File: src/rtl/ipi_pkg.sv
package ipi_pkg;
    localparam int WORD_W  = 32;
    localparam int VEC_W   = 8;
    localparam int MODE_W  = 3;
    localparam int SH_W    = 2;
    localparam int DEST_W  = 8;

    localparam int VEC_LSB   = 0;
    localparam int MODE_LSB  = VEC_LSB + VEC_W;
    localparam int DM_BIT    = MODE_LSB + MODE_W;
    localparam int BUSY_BIT  = DM_BIT + 1;
    localparam int LEVEL_BIT = 14;
    localparam int TRIG_BIT  = 15;
    localparam int SH_LSB    = 18;
    localparam int DEST_LSB  = WORD_W - DEST_W;

    typedef struct packed {
        logic [SH_W-1:0]   shorthand;
        logic              trigger;
        logic              level;
        logic              dest_logical;
        logic [MODE_W-1:0] mode;
        logic [VEC_W-1:0]  vector;
    } cmd_fields_t;

    typedef struct packed {
        logic [DEST_W-1:0] dest;
        logic              trigger;
        logic              level;
        logic              dest_logical;
        logic [MODE_W-1:0] mode;
        logic [VEC_W-1:0]  vector;
    } ipi_msg_t;

    function automatic logic [WORD_W-1:0] pack_low(cmd_fields_t f, logic busy);
        logic [WORD_W-1:0] w;
        w = '0;
        w[VEC_LSB +: VEC_W]   = f.vector;
        w[MODE_LSB +: MODE_W] = f.mode;
        w[DM_BIT]             = f.dest_logical;
        w[BUSY_BIT]           = busy;
        w[LEVEL_BIT]          = f.level;
        w[TRIG_BIT]           = f.trigger;
        w[SH_LSB +: SH_W]     = f.shorthand;
        return w;
    endfunction
endpackage

File: src/rtl/ipi_field_unpack.sv
module ipi_field_unpack
    import ipi_pkg::*;
(
    input  logic [WORD_W-1:0] word,
    output cmd_fields_t       fields,
    output logic              explicit_dest
);
    logic unused_rsvd;

    always_comb begin
        fields.vector       = word[VEC_LSB +: VEC_W];
        fields.mode         = word[MODE_LSB +: MODE_W];
        fields.dest_logical = word[DM_BIT];
        fields.level        = word[LEVEL_BIT];
        fields.trigger      = word[TRIG_BIT];
        fields.shorthand    = word[SH_LSB +: SH_W];
        explicit_dest       = (fields.shorthand == '0);
    end

    // busy bit and reserved bits carry no information from software
    assign unused_rsvd = ^{word[BUSY_BIT], word[13], word[17:16], word[DEST_LSB-1:SH_LSB+SH_W],
                           word[WORD_W-1:DEST_LSB]};
endmodule

File: src/rtl/ipi_msg_hold.sv
module ipi_msg_hold
    import ipi_pkg::*;
(
    input  logic     clk,
    input  logic     rst_n,
    input  logic     load,
    input  ipi_msg_t msg_in,
    input  logic     ready,
    output logic     valid,
    output ipi_msg_t msg_out
);
    typedef struct packed {
        logic     valid;
        ipi_msg_t msg;
    } hold_t;

    hold_t hold_d, hold_q;

    always_comb begin
        hold_d = hold_q;
        if (hold_q.valid && ready) begin
            hold_d.valid = 1'b0;
        end
        if (load) begin
            hold_d.valid = 1'b1;
            hold_d.msg   = msg_in;
        end
    end

    always_ff @(posedge clk) begin
        if (!rst_n) begin
            hold_q <= '0;
        end else begin
            hold_q <= hold_d;
        end
    end

    assign valid   = hold_q.valid;
    assign msg_out = hold_q.msg;

    assert_hold_stable_R5: assert property (@(posedge clk) disable iff (!rst_n)
        (valid && !ready) |=> (valid && $stable(msg_out)));

    assert_load_empty_R5: assert property (@(posedge clk) disable iff (!rst_n)
        load |-> !valid);
endmodule

File: src/rtl/ipi_cmd_reg.sv
module ipi_cmd_reg
    import ipi_pkg::*;
(
    input  logic              clk,
    input  logic              rst_n,
    input  logic              wr_en,
    input  logic              wr_sel,
    input  logic [WORD_W-1:0] wr_data,
    input  logic              rd_sel,
    output logic [WORD_W-1:0] rd_data,
    input  logic              cpl_valid,
    output logic              err_flag,
    output logic              msg_valid,
    input  logic              msg_ready,
    output logic [DEST_W-1:0] msg_dest,
    output logic [VEC_W-1:0]  msg_vector,
    output logic [MODE_W-1:0] msg_mode,
    output logic              msg_dest_logical,
    output logic              msg_level,
    output logic              msg_trigger
);
    typedef struct packed {
        cmd_fields_t       low;
        logic              busy;
        logic [DEST_W-1:0] dest;
        logic              err;
    } reg_state_t;

    reg_state_t  st_d, st_q;
    cmd_fields_t wr_fields;
    logic        wr_explicit;
    logic        wr_low;
    logic        accept;
    logic        launch;
    ipi_msg_t    msg_in;
    ipi_msg_t    msg_out;

    ipi_field_unpack u_unpack (
        .word          (wr_data),
        .fields        (wr_fields),
        .explicit_dest (wr_explicit)
    );

    always_comb begin
        wr_low = wr_en && !wr_sel;
        accept = wr_low && !st_q.busy;
        launch = accept && wr_explicit;

        msg_in.dest         = st_q.dest;
        msg_in.trigger      = wr_fields.trigger;
        msg_in.level        = wr_fields.level;
        msg_in.dest_logical = wr_fields.dest_logical;
        msg_in.mode         = wr_fields.mode;
        msg_in.vector       = wr_fields.vector;

        st_d = st_q;
        if (wr_en && wr_sel) begin
            st_d.dest = wr_data[DEST_LSB +: DEST_W];
        end
        if (accept) begin
            st_d.low = wr_fields;
            if (wr_explicit) begin
                st_d.busy = 1'b1;
            end else begin
                st_d.err = 1'b1;
            end
        end
        if (cpl_valid && st_q.busy && !msg_valid) begin
            st_d.busy = 1'b0;
        end
    end

    always_ff @(posedge clk) begin
        if (!rst_n) begin
            st_q <= '0;
        end else begin
            st_q <= st_d;
        end
    end

    ipi_msg_hold u_hold (
        .clk     (clk),
        .rst_n   (rst_n),
        .load    (launch),
        .msg_in  (msg_in),
        .ready   (msg_ready),
        .valid   (msg_valid),
        .msg_out (msg_out)
    );

    always_comb begin
        if (rd_sel) begin
            rd_data = '0;
            rd_data[DEST_LSB +: DEST_W] = st_q.dest;
        end else begin
            rd_data = pack_low(st_q.low, st_q.busy);
        end
    end

    assign err_flag         = st_q.err;
    assign msg_dest         = msg_out.dest;
    assign msg_vector       = msg_out.vector;
    assign msg_mode         = msg_out.mode;
    assign msg_dest_logical = msg_out.dest_logical;
    assign msg_level        = msg_out.level;
    assign msg_trigger      = msg_out.trigger;

    assert_busy_from_write_R3: assert property (@(posedge clk) disable iff (!rst_n)
        $rose(st_q.busy) |-> $past(wr_en && !wr_sel));

    assert_busy_write_ignored_R6: assert property (@(posedge clk) disable iff (!rst_n)
        (st_q.busy && wr_low) |=> $stable(st_q.low));

    assert_valid_needs_busy_R5: assert property (@(posedge clk) disable iff (!rst_n)
        msg_valid |-> st_q.busy);

    assert_cpl_clears_R8: assert property (@(posedge clk) disable iff (!rst_n)
        (cpl_valid && st_q.busy && !msg_valid) |=> !st_q.busy);

    assert_err_sticky_R9: assert property (@(posedge clk) disable iff (!rst_n)
        err_flag |=> err_flag);
endmodule

File: config.mk
export PLATFORM = sky130hd
export DESIGN_NAME = ipi_cmd_reg
export DESIGN_NICKNAME = d
export VERILOG_FILES = /design/src/rtl/ipi_pkg.sv /design/src/rtl/ipi_field_unpack.sv /design/src/rtl/ipi_msg_hold.sv /design/src/rtl/ipi_cmd_reg.sv
export SDC_FILE = /design/constraint.sdc
export NUM_CORES = 1
export LEC_CHECK = 0
export BUFFER_PORTS_ARGS = -buffer_cell sky130_fd_sc_hd__buf_2
export CORE_MARGIN = 1.5
export CORE_UTILIZATION = 45
export DETAILED_ROUTE_END_ITERATION = 6
export PLACE_DENSITY = 0.8
export SETUP_SLACK_MARGIN = 0.05
export SYNTH_ARGS = -nofsm -noshare
export SYNTH_HDL_FRONTEND = slang
export SYNTH_HIERARCHICAL = 1
export SYNTH_SLANG_ARGS = --single-unit
export TNS_END_PERCENT = 50
File: constraint.sdc
create_clock -name clk -period 2.15 [get_ports clk]
set_input_delay 0.1075 -clock clk [delete_from_list [all_inputs] [get_ports clk]]
set_output_delay 0.1075 -clock clk [all_outputs]
set_load 0.01 [all_outputs]
==> flow_summary.toml <==
[detailed_routing]
final_antenna_net_count = 0
detailroute.via_count = 1668
drc = 0
drt_first_pass_iters = 4
postRouteWirelength_um = 4270
drt-initial-drc-count = 59
drt-wirelength-per-cell_um = 11.8
vias_per_cell = 4.60

[synthesis]
synth_sequential_area_ratio_pct = 42.2
netlist-cell-type-count = 20
top_area_cells_in_the_synthesized_netlist = "sky130_fd_sc_hd__dfxtp_1 (42%), sky130_fd_sc_hd__mux2i_1 (16%), sky130_fd_sc_hd__nor2b_1 (11%), sky130_fd_sc_hd__buf_4 (7.4%), sky130_fd_sc_hd__nand2_1 (5.3%)"
synth_largest_area_cell = "sky130_fd_sc_hd__dfxtp_1"
synth_area_mm2 = 0.00233
synthesis.yosys.warnings = 6
synth.top_cell.area_share_pct = 42.2
synth_cells = 239
syn_avg_cell_area_um2 = 9.74
synth_seq_cells = 49

[setup_path]
nature_of_the_critical_path_endpoint = "flip-flop"
crit_required_ns = 2.34
critPathArrivalTime_ns = 1.78
timing_worst_setup_path_type = "flip-flop to flip-flop"
start_kind = "flip-flop"
maximum_fanout_along_the_worst_path = 19
r2r_start = "st_q[9]$_SDFFE_PP0P_"
regToRegEndpoint = "u_hold/msg_out[0]$_SDFFE_PN0P_"
worst-r2r-setup-slack_ns = 0.56
worst-r2r-cell-count = 4

[final_layout]
area_growth_pct = 14.0
filler_cell_count = 447
layout-drive-gt1-share_pct = 32.4
nNetsFinal = 334
diodes = 0
leading_cell_type_in_the_layout_fill_and_taps_excluded = "sky130_fd_sc_hd__buf_2"
layout.cells.most_common_list = "sky130_fd_sc_hd__buf_2 (79), sky130_fd_sc_hd__dfxtp_1 (49), sky130_fd_sc_hd__nor2b_1 (41)"

[die]
initial_utilization_pct = 48.0
die_w_um = 74.9
die_h_um = 74.9
pin_count = 95
die-area_mm2 = 0.00561
placementRows = 25
design.core.area_mm2 = 0.00485

[timing]
clock_skew_ns = 0.00261
finalSetupTns_ns = 0
fmax_mhz = 629
tightest_slew_ns = 0.618
final-setup-viol-count = 0
finalHoldViolations = 0
finalCriticalPeriod_ns = 1.59
slew_violations = 0
grt_setup_unrepaired = "no"
finalCritPeriodShare_pct = 73.9
worst_hold_slack_ns = 0.0613
max-slew-margin-rel_pct = 58.8

[global_routing]
grt_antenna_before_repair = 0
global_route.usage.met2_pct = 27.6
via_count_of_the_first_global_routing_pass = 1581
maximum_number_of_pins_on_one_net_before_global_route_repair = 40
grt-busiest-layer = "met2"
global_route.overflow_total = 0
groute.layer.met3.usage_pct = 4.69
grtUsageTotal_pct = 16.3
global_route_wire_length_before_repair_um = 6910
met1_usage_pct = 19.3

[hold_path]
hold-path-endpoint = "st_q[24]$_SDFFE_PN0P_"
worstHoldPathCells = 3
min-delay-path-class = "input pin to flip-flop"
min-delay-start = "wr_data[18]"

[place]
finalWeightedCongestion = 0.755
place_hpwl_um = 3020
port_buffers = 79

[status]
status = "completed"

[clocking]
cts_tree = "done"
ctsLongestPathBuffers = 2
post_cts_buffers = 0
cts.repair.resized = 0
clock_sinks = 49
clk_transition_reported_paths_ns = 0.08
htreeDepth = 2
cts_root_buf = "sky130_fd_sc_hd__clkbuf_8"
clock_latency_ns = 0.29
cts_inserted_buffers = 5
holdBufCountCts = 0

[power_and_ir_drop]
power.static_leakage_nw = 1.20
ir_worst_vdd_uv = 351
power_density_mw_per_mm2 = 625

[flow_run]
drv_cap = 0
## worst max-delay path by stage
stage	start	endpoint	slack (ns)	cells after the start
finish	st_q[9]$_SDFFE_PP0P_	u_hold/msg_out[0]$_SDFFE_PN0P_	0.56	4
floorplan	st_q[9]$_SDFFE_PP0P_	u_hold/msg_out[21]$_SDFFE_PN0P_	0.93	5
CTS	st_q[9]$_SDFFE_PP0P_	u_hold/msg_out[0]$_SDFFE_PN0P_	0.54	4
detailed placement	st_q[9]$_SDFFE_PP0P_	u_hold/msg_out[13]$_SDFFE_PN0P_	0.55	4
global route	st_q[9]$_SDFFE_PP0P_	u_hold/msg_out[0]$_SDFFE_PN0P_	0.44	4
global placement	st_q[9]$_SDFFE_PP0P_	u_hold/msg_out[0]$_SDFFE_PN0P_	0.59	4
## report_power, final
| part | leakage [nW] | internal, W | switching, W |
|---|---|---|---|
| Sequential | 0.399 | 0.000938 | 0.0000155 |
| Combinational | 0.764 | 0.0000939 | 0.000101 |
| Clock | 0.0395 | 0.000231 | 0.000278 |
| Total | 1.20 | 0.00126 | 0.000394 |
## cell usage after synthesis
library cell                n
sky130_fd_sc_hd__and4bb_2   1
sky130_fd_sc_hd__o221a_2    1
sky130_fd_sc_hd__a21boi_0   8
sky130_fd_sc_hd__conb_1     1
sky130_fd_sc_hd__and3_2     6
sky130_fd_sc_hd__nand2_1   33
sky130_fd_sc_hd__a22o_1     1
sky130_fd_sc_hd__nor2_1     1
sky130_fd_sc_hd__buf_2      1
sky130_fd_sc_hd__nor3b_2    1
sky130_fd_sc_hd__and2_1     8
sky130_fd_sc_hd__nor2b_1   41
sky130_fd_sc_hd__dfxtp_1   49
sky130_fd_sc_hd__o21a_1     9
sky130_fd_sc_hd__buf_6      2
sky130_fd_sc_hd__clkbuf_1  10
sky130_fd_sc_hd__buf_12     3
sky130_fd_sc_hd__and3_1     2
sky130_fd_sc_hd__buf_4     23
sky130_fd_sc_hd__mux2i_1   38
## critical path, stage by stage (launching register included)
cell	delay [ns]
sky130_fd_sc_hd__dfxtp_1	0.37
sky130_fd_sc_hd__and4bb_2	0.45
sky130_fd_sc_hd__buf_4	0.36
sky130_fd_sc_hd__mux2i_1	0.24
sky130_fd_sc_hd__nor2b_1	0.06
## sequential cells by signal (all words and copies together) (netlist names)
name / cells
msg_in: 8
u_hold/msg_out: 22
u_hold/valid: 1
st_q: 17
err_flag: 1
## logic make-up (layout without fill, tap and decap cells)
| logic type | after synthesis | count (layout) | synth area share, % |
|---|---|---|---|
| AND/OR/NAND/NOR | 93 | 93 | 22.2 |
| buffers and inverters | 39 | 90 | 12.8 |
| multiplexers | 38 | 38 | 16.3 |
| flip-flops | 49 | 49 | 42.2 |
| AO/OA/AOI/OAI | 19 | 19 | 6.34 |
| other | 1 | 7 | 0.161 |
## through the flow
| step | total power [W] | utilization, % | instances | setup WS, ns | area, µm² |
|---|---|---|---|---|---|
| 2_1_floorplan | 0.00114 | - | 245 | 0.927 | 2350 |
| 3_3_place_gp | 0.00117 | 53.1 | 355 | 0.586 | 2570 |
| 3_5_place_dp | 0.00117 | 53.1 | 355 | 0.552 | 2570 |
| 4_1_cts | 0.00168 | 54.7 | 363 | 0.542 | 2650 |
| 5_1_grt | 0.00175 | 54.7 | 363 | 0.436 | 2650 |
| 6_report | 0.00166 | 54.7 | 363 | 0.561 | 2650 |
## layout make-up
| class | instances | area, µm² | share of cell area (%) |
|---|---|---|---|
| repair buffers | 82 | 430 | 16.2 |
| clock buffers | 8 | 80.1 | 3.02 |
| multi-input cells | 157 | 1080 | 40.6 |
| flip-flops and latches | 49 | 981 | 37.0 |
| well taps | 67 | 83.8 | 3.16 |
## routing by layer
layer  vias to the layer above  part of all wire, %
li1                        859                    -
met1                       755                   45
met2                        49                   48
met3                         5                  5.5
met4                         0                  1.7
met5                         -                    0
Power figures use the tool's default switching activity.
